===== config.mk =====
export PLATFORM = sky130hd
export DESIGN_NAME = outport_latch
export DESIGN_NICKNAME = d
export VERILOG_FILES = /design/src/rtl/outport_pkg.sv /design/src/rtl/outport_sampler.sv /design/src/rtl/outport_decode.sv /design/src/rtl/outport_capture.sv /design/src/rtl/outport_latch.sv
export SDC_FILE = /design/constraint.sdc
export NUM_CORES = 1
export LEC_CHECK = 0
export BUFFER_PORTS_ARGS = -buffer_cell sky130_fd_sc_hd__clkbuf_2
export CORE_AREA = 2 2 51 53
export DETAILED_ROUTE_END_ITERATION = 8
export DIE_AREA = 0 0 53 55
export HOLD_SLACK_MARGIN = 0.05
export PLACE_DENSITY = 0.79
export SLEW_MARGIN = 20
export SYNTH_ARGS = -nofsm -noshare
export SYNTH_HDL_FRONTEND = slang
export SYNTH_SLANG_ARGS = --single-unit

===== constraint.sdc =====
create_clock -name clk -period 4.46 [get_ports clk]
set_clock_uncertainty 0.05 [all_clocks]
set_input_delay 0.446 -clock clk [delete_from_list [all_inputs] [get_ports clk]]
set_output_delay 0.446 -clock clk [all_outputs]
set_load 0.02 [all_outputs]

===== src/rtl/outport_pkg.sv =====
package outport_pkg;

   // Address decode variant selected by the MODE parameter.
   typedef enum logic {
      DEC_PORT = 1'b0,   // low byte compare, qualified by I/O request
      DEC_MEM  = 1'b1    // full address compare, qualified by memory request
   } dec_mode_e;

   // Width of the compare used in port decode.
   localparam int unsigned PORT_SPACE_W = 8;

   // Number of address bits a decode variant compares.
   function automatic int unsigned match_width(dec_mode_e m, int unsigned addr_w);
      return (m == DEC_PORT) ? PORT_SPACE_W : addr_w;
   endfunction

endpackage


===== src/rtl/outport_sampler.sv =====
// Registers the bus once on the system clock so that all decode and
// capture logic works on values from a single sampling instant.
module outport_sampler #(
   parameter int unsigned ADDR_W = 16,
   parameter int unsigned DATA_W = 8
) (
   input  logic              clk,
   input  logic              rst_n,
   input  logic [ADDR_W-1:0] addr,
   input  logic [DATA_W-1:0] data,
   input  logic              iorq_n,
   input  logic              mreq_n,
   input  logic              wr_n,
   output logic [ADDR_W-1:0] s_addr,
   output logic [DATA_W-1:0] s_data,
   output logic              s_iorq,
   output logic              s_mreq,
   output logic              s_wr
);

   always_ff @(posedge clk or negedge rst_n) begin
      if (!rst_n) begin
         s_addr <= '0;
         s_data <= '0;
         s_iorq <= 1'b0;
         s_mreq <= 1'b0;
         s_wr   <= 1'b0;
      end else begin
         s_addr <= addr;
         s_data <= data;
         s_iorq <= ~iorq_n;
         s_mreq <= ~mreq_n;
         s_wr   <= ~wr_n;
      end
   end

endmodule


===== src/rtl/outport_decode.sv =====
// Address match qualified by the bus-type strobe and the write strobe.
module outport_decode
   import outport_pkg::*;
#(
   parameter int unsigned ADDR_W    = 16,
   parameter dec_mode_e   MODE      = DEC_PORT,
   parameter logic [ADDR_W-1:0] PORT_ADDR = 16'h0007
) (
   input  logic [ADDR_W-1:0] s_addr,
   input  logic              s_iorq,
   input  logic              s_mreq,
   input  logic              s_wr,
   output logic              sel
);

   localparam int unsigned MATCH_W = match_width(MODE, ADDR_W);

   logic addr_hit;
   logic req_hit;

   generate
      if (MODE == DEC_PORT) begin : g_port
         localparam logic [MATCH_W-1:0] KEY = PORT_ADDR[MATCH_W-1:0];
         logic [ADDR_W-MATCH_W-1:0] unused_hi;
         assign unused_hi = s_addr[ADDR_W-1:MATCH_W];
         assign addr_hit  = (s_addr[MATCH_W-1:0] == KEY);
         assign req_hit   = s_iorq;
      end else begin : g_mem
         assign addr_hit = (s_addr == PORT_ADDR);
         assign req_hit  = s_mreq;
      end
   endgenerate

   assign sel = addr_hit & req_hit & s_wr;

endmodule


===== src/rtl/outport_capture.sv =====
// Holds the last in-window byte and commits it when the select window closes.
module outport_capture #(
   parameter int unsigned DATA_W = 8,
   parameter logic [DATA_W-1:0] RESET_VAL = '0
) (
   input  logic              clk,
   input  logic              rst_n,
   input  logic              sel,
   input  logic [DATA_W-1:0] s_data,
   output logic [DATA_W-1:0] port_q,
   output logic              wr_pulse
);

   logic              sel_d;
   logic [DATA_W-1:0] hold_q;
   logic              close_evt;

   assign close_evt = sel_d & ~sel;

   always_ff @(posedge clk or negedge rst_n) begin
      if (!rst_n) begin
         sel_d  <= 1'b0;
         hold_q <= RESET_VAL;
      end else begin
         sel_d <= sel;
         if (sel) hold_q <= s_data;
      end
   end

   always_ff @(posedge clk or negedge rst_n) begin
      if (!rst_n) begin
         port_q   <= RESET_VAL;
         wr_pulse <= 1'b0;
      end else begin
         wr_pulse <= close_evt;
         if (close_evt) port_q <= hold_q;
      end
   end

endmodule


===== src/rtl/outport_latch.sv =====
// Decoded parallel output port: sample, decode, capture on trailing edge.
module outport_latch
   import outport_pkg::*;
#(
   parameter int unsigned ADDR_W    = 16,
   parameter int unsigned DATA_W    = 8,
   parameter dec_mode_e   MODE      = DEC_PORT,
   parameter logic [ADDR_W-1:0] PORT_ADDR = 16'h0007
) (
   input  logic              clk,
   input  logic              rst_n,
   input  logic [ADDR_W-1:0] addr,
   input  logic [DATA_W-1:0] data,
   input  logic              iorq_n,
   input  logic              mreq_n,
   input  logic              wr_n,
   output logic [DATA_W-1:0] port_q,
   output logic              wr_pulse
);

   generate
      if (ADDR_W < PORT_SPACE_W) begin : g_bad_addr_w
         $error("outport_latch: ADDR_W must be at least the port space width");
      end
      if (DATA_W == 0) begin : g_bad_data_w
         $error("outport_latch: DATA_W must be nonzero");
      end
   endgenerate

   logic [ADDR_W-1:0] s_addr;
   logic [DATA_W-1:0] s_data;
   logic              s_iorq;
   logic              s_mreq;
   logic              s_wr;
   logic              sel;

   outport_sampler #(
      .ADDR_W (ADDR_W),
      .DATA_W (DATA_W)
   ) u_sampler (
      .clk    (clk),
      .rst_n  (rst_n),
      .addr   (addr),
      .data   (data),
      .iorq_n (iorq_n),
      .mreq_n (mreq_n),
      .wr_n   (wr_n),
      .s_addr (s_addr),
      .s_data (s_data),
      .s_iorq (s_iorq),
      .s_mreq (s_mreq),
      .s_wr   (s_wr)
   );

   outport_decode #(
      .ADDR_W    (ADDR_W),
      .MODE      (MODE),
      .PORT_ADDR (PORT_ADDR)
   ) u_decode (
      .s_addr (s_addr),
      .s_iorq (s_iorq),
      .s_mreq (s_mreq),
      .s_wr   (s_wr),
      .sel    (sel)
   );

   outport_capture #(
      .DATA_W    (DATA_W),
      .RESET_VAL ('0)
   ) u_capture (
      .clk      (clk),
      .rst_n    (rst_n),
      .sel      (sel),
      .s_data   (s_data),
      .port_q   (port_q),
      .wr_pulse (wr_pulse)
   );

endmodule


==> metrics.yaml <==
post_cts.repair.setup_buffers: 0
cell_internal_pwr_w: 0.000424
setup.worst_path.start_class: "register"
floorplan.initialDensity_pct: 49.8
setup_viol: 0
final_antenna_net_count: 0
place_ws_ns: 2.64
run_status: "finished, final reports clean"
chipWidth_um: 53
top_signal_layer_used: "met4"
synthesis.nets: 91
synth-compound-area-share_pct: 0.849
timing.final.hold_violations: 0
port_buffers: 28
swShare_pct: 20.0
post-synth-top-count-cell: "sky130_fd_sc_hd__dfrtp_1"
synth_largest_type_area_fraction_pct: 76.4
met2_length_um: 918
yosysSeqAreaShare_pct: 76.4
yosys.area_share.adder_pct: 0
diodes: 0
synth.avg_cell_area_um2: 19.0
met3RoutedLength_um: 87
route.final.wire_length_um: 1670
crit-reg2reg-launch: "u_sampler.s_addr[7]"
wire_per_inst_um: 13.1
asyncSetResetFlopFracSynth_pct: 100
utilization_pct: 59.5
largest_net_degree_at_the_start_of_global_routing: 37
timing_worst_slew_pin_value_ns: 0.825
worstPathArrival_ns: 1.96
count_of_routing_violations_after_the_opening_detailed_route_iteration: 3
clock.fmax_ghz: 0.557
ys_top_cells_by_count: "sky130_fd_sc_hd__dfrtp_1 (36), sky130_fd_sc_hd__mux2_2 (16), sky130_fd_sc_hd__inv_1 (5)"
library_cell_occupying_the_most_area_in_the_post_synthesis_netlist: "sky130_fd_sc_hd__dfrtp_1"
required_ns: 4.62
synth_top_cells_by_area: "sky130_fd_sc_hd__dfrtp_1 (76%), sky130_fd_sc_hd__mux2_2 (15%), sky130_fd_sc_hd__nor4bb_4 (2.1%), sky130_fd_sc_hd__nor4b_4 (2.0%), sky130_fd_sc_hd__inv_1 (1.6%)"
endpoint_of_the_worst_register_to_register_path: "u_capture.port_q[4]"
min-delay-path-class: "input port to async pin"
first_global_vias: 613
synth_enable_flop_cells: 0
grt-ovfl-total: 0
layout-area-overhead-vs-synth_pct: 19.4
htreeDepth: 2
rsz0062_at_grt: "no"
r2r.worst_path.cells: 3
largest_voltage_drop_on_the_vdd_net_uv: 232
groute.usage.overall_pct: 14.5
post-route-worst-setup-slack_ns: 2.66
synth_top_family_by_area: "multiplexers"
die_height_um: 55
timing.reg2reg.setup_slack_ns: 2.66
max_cap_violations: 0
finalMaxSlewViolations: 0
grt_first_pass_wirelength_um: 2700
cts.clk_slew.worst_paths_ns: 0.09
remaining_drc_errors: 0
synthMuxAreaShare_pct: 15.3
worstSetupPathType: "register to register"
cts.root.buffer_cell: "sky130_fd_sc_hd__clkbuf_4"
flip_flop_and_latch_count_after_synthesis: 36
initial_antenna_violation_count: 0
relSlewSlack_pct: 45.0
nNetsFinal: 125
pwr-share-comb_pct: 3.4
synthFlopType: "sky130_fd_sc_hd__dfrtp_1"
p_clk_share_pct: 32.2
switching_power_w: 0.000106
pwr-share-seq_pct: 64.4
tritoncts_num_sinks: 36
drt-pass1-iter-count: 3
yosys_warnings: 0
place.gp.congestion: 0.680
ios: 38
cts_buffers: 5
pwr_cell_area_nw_per_um2: 376
synth-xor-area-share_pct: 0
synth-simple-area-share_pct: 5.20
rows: 18
drive_above_1_share_pct: 54.6
cts_resized: 0
timing.critical_path.cells: "nor4bb_4 -> a41o_1 -> mux2_2"
avgViaCountPerCell: 4.75
max-clock-path-buffers: 2
final.period_utilization_pct: 40.3
dp.final_hpwl_um: 1210
cts_tree: "yes"
ctsHoldBuffers: 0
dieArea_um2: 2920
crit_slowest_cell: "sky130_fd_sc_hd__a41o_1"
setup_tns_ns: 0
worst_path_fanout_max: 9
syn_inst: 62
worst_skew_pair.late_latency_ns: 0.32
core_region_area_um2: 2360
highest_cell_delay_on_the_worst_timing_path_ns: 0.50
finalCriticalPeriod_ns: 1.80
leakagePower_nw: 0.780
syn_area_um2: 1180
timing.critical_path.to_type: "register"
post_route_m1_wl_um: 626
yosysUniqueCellTypes: 8
route.vias.total: 603
[cells by family after synthesis]
family / count (synthesis)
AND/OR/NAND/NOR: 3
multiplexers: 16
flip-flops: 36
buffers and inverters: 6
AO/OA/AOI/OAI: 1
[placed cells by master (no fill, tap or decap)]
master,synthesis,layout
sky130_fd_sc_hd__dfrtp_1,36,36
sky130_fd_sc_hd__clkbuf_2,0,28
sky130_fd_sc_hd__mux2_2,16,16
sky130_fd_sc_hd__inv_1,5,5
sky130_fd_sc_hd__clkbuf_4,0,5
sky130_fd_sc_hd__clkbuf_1,0,2
sky130_fd_sc_hd__nor4b_4,1,1
sky130_fd_sc_hd__nor4bb_4,1,1
sky130_fd_sc_hd__nand4_2,1,1
sky130_fd_sc_hd__a41o_1,1,1
sky130_fd_sc_hd__clkbuf_8,0,1
[cell type report]
cell class                      instances  area (um2)
Clock buffer                            8        58.8
Fill cell                             206         957
Inverter                                5        18.8
Multi-Input combinational cell         20         251
Sequential cell                        36         901
Tap cell                               30        37.5
Timing Repair Buffer                   28         140
[stage by stage]
stage	cell area, um2	hold WS (ns)	total power, W	std cells
global placement	1350	0.406	0.000365	119
global route	1410	0.142	0.000557	127
CTS	1410	0.159	0.000540	127
floorplan	1180	0.100	0.000351	62
finish	1410	0.157	0.000530	127
detailed placement	1350	0.415	0.000367	119
[worst max-delay path: cells and delay by family (launching register included)]
kind	cells	cell delay (ns)
AO/OA/AOI/OAI	1	0.50
flip-flops	1	0.41
multiplexers	1	0.39
AND/OR/NAND/NOR	1	0.33
[per-layer routing]
layer / track usage (%) / vias up
met5: 0 / -
met4: 11.5 / 0
met3: 5.65 / 5
met2: 24.0 / 16
met1: 14.8 / 308
li1: - / 274
[power by group through the flow]
stage,Combinational [W],Sequential (W),Clock [W]
after floorplan,0.00000443,0.000347,0
after global placement,0.0000181,0.000347,0
after detailed placement,0.0000190,0.000348,0
after CTS,0.0000191,0.000342,0.000179
after global routing,0.0000207,0.000343,0.000193
final,0.0000180,0.000341,0.000170
[flip-flops by register name, indices dropped and copies added (netlist names)]
signal,cells
u_sampler.s_iorq,1
u_capture.sel_d,1
u_sampler.s_data,8
u_sampler.s_addr,8
u_capture.wr_pulse,1
u_capture.hold_q,8
u_capture.port_q,8
u_sampler.s_wr,1
[worst max-delay path by stage]
stage,from,endpoint,slack [ns],cells after the start
2_1_floorplan,u_sampler.s_addr[7],u_capture.port_q[0],2.94,4
3_3_place_gp,u_sampler.s_addr[7],u_capture.port_q[1],2.72,3
3_5_place_dp,u_sampler.s_addr[7],u_capture.port_q[0],2.64,3
4_1_cts,u_sampler.s_addr[7],u_capture.port_q[4],2.62,3
5_1_grt,u_sampler.s_addr[7],u_capture.port_q[6],2.57,3
6_report,u_sampler.s_addr[7],u_capture.port_q[4],2.66,3
Note: power is estimated with default switching activity, not from simulation.
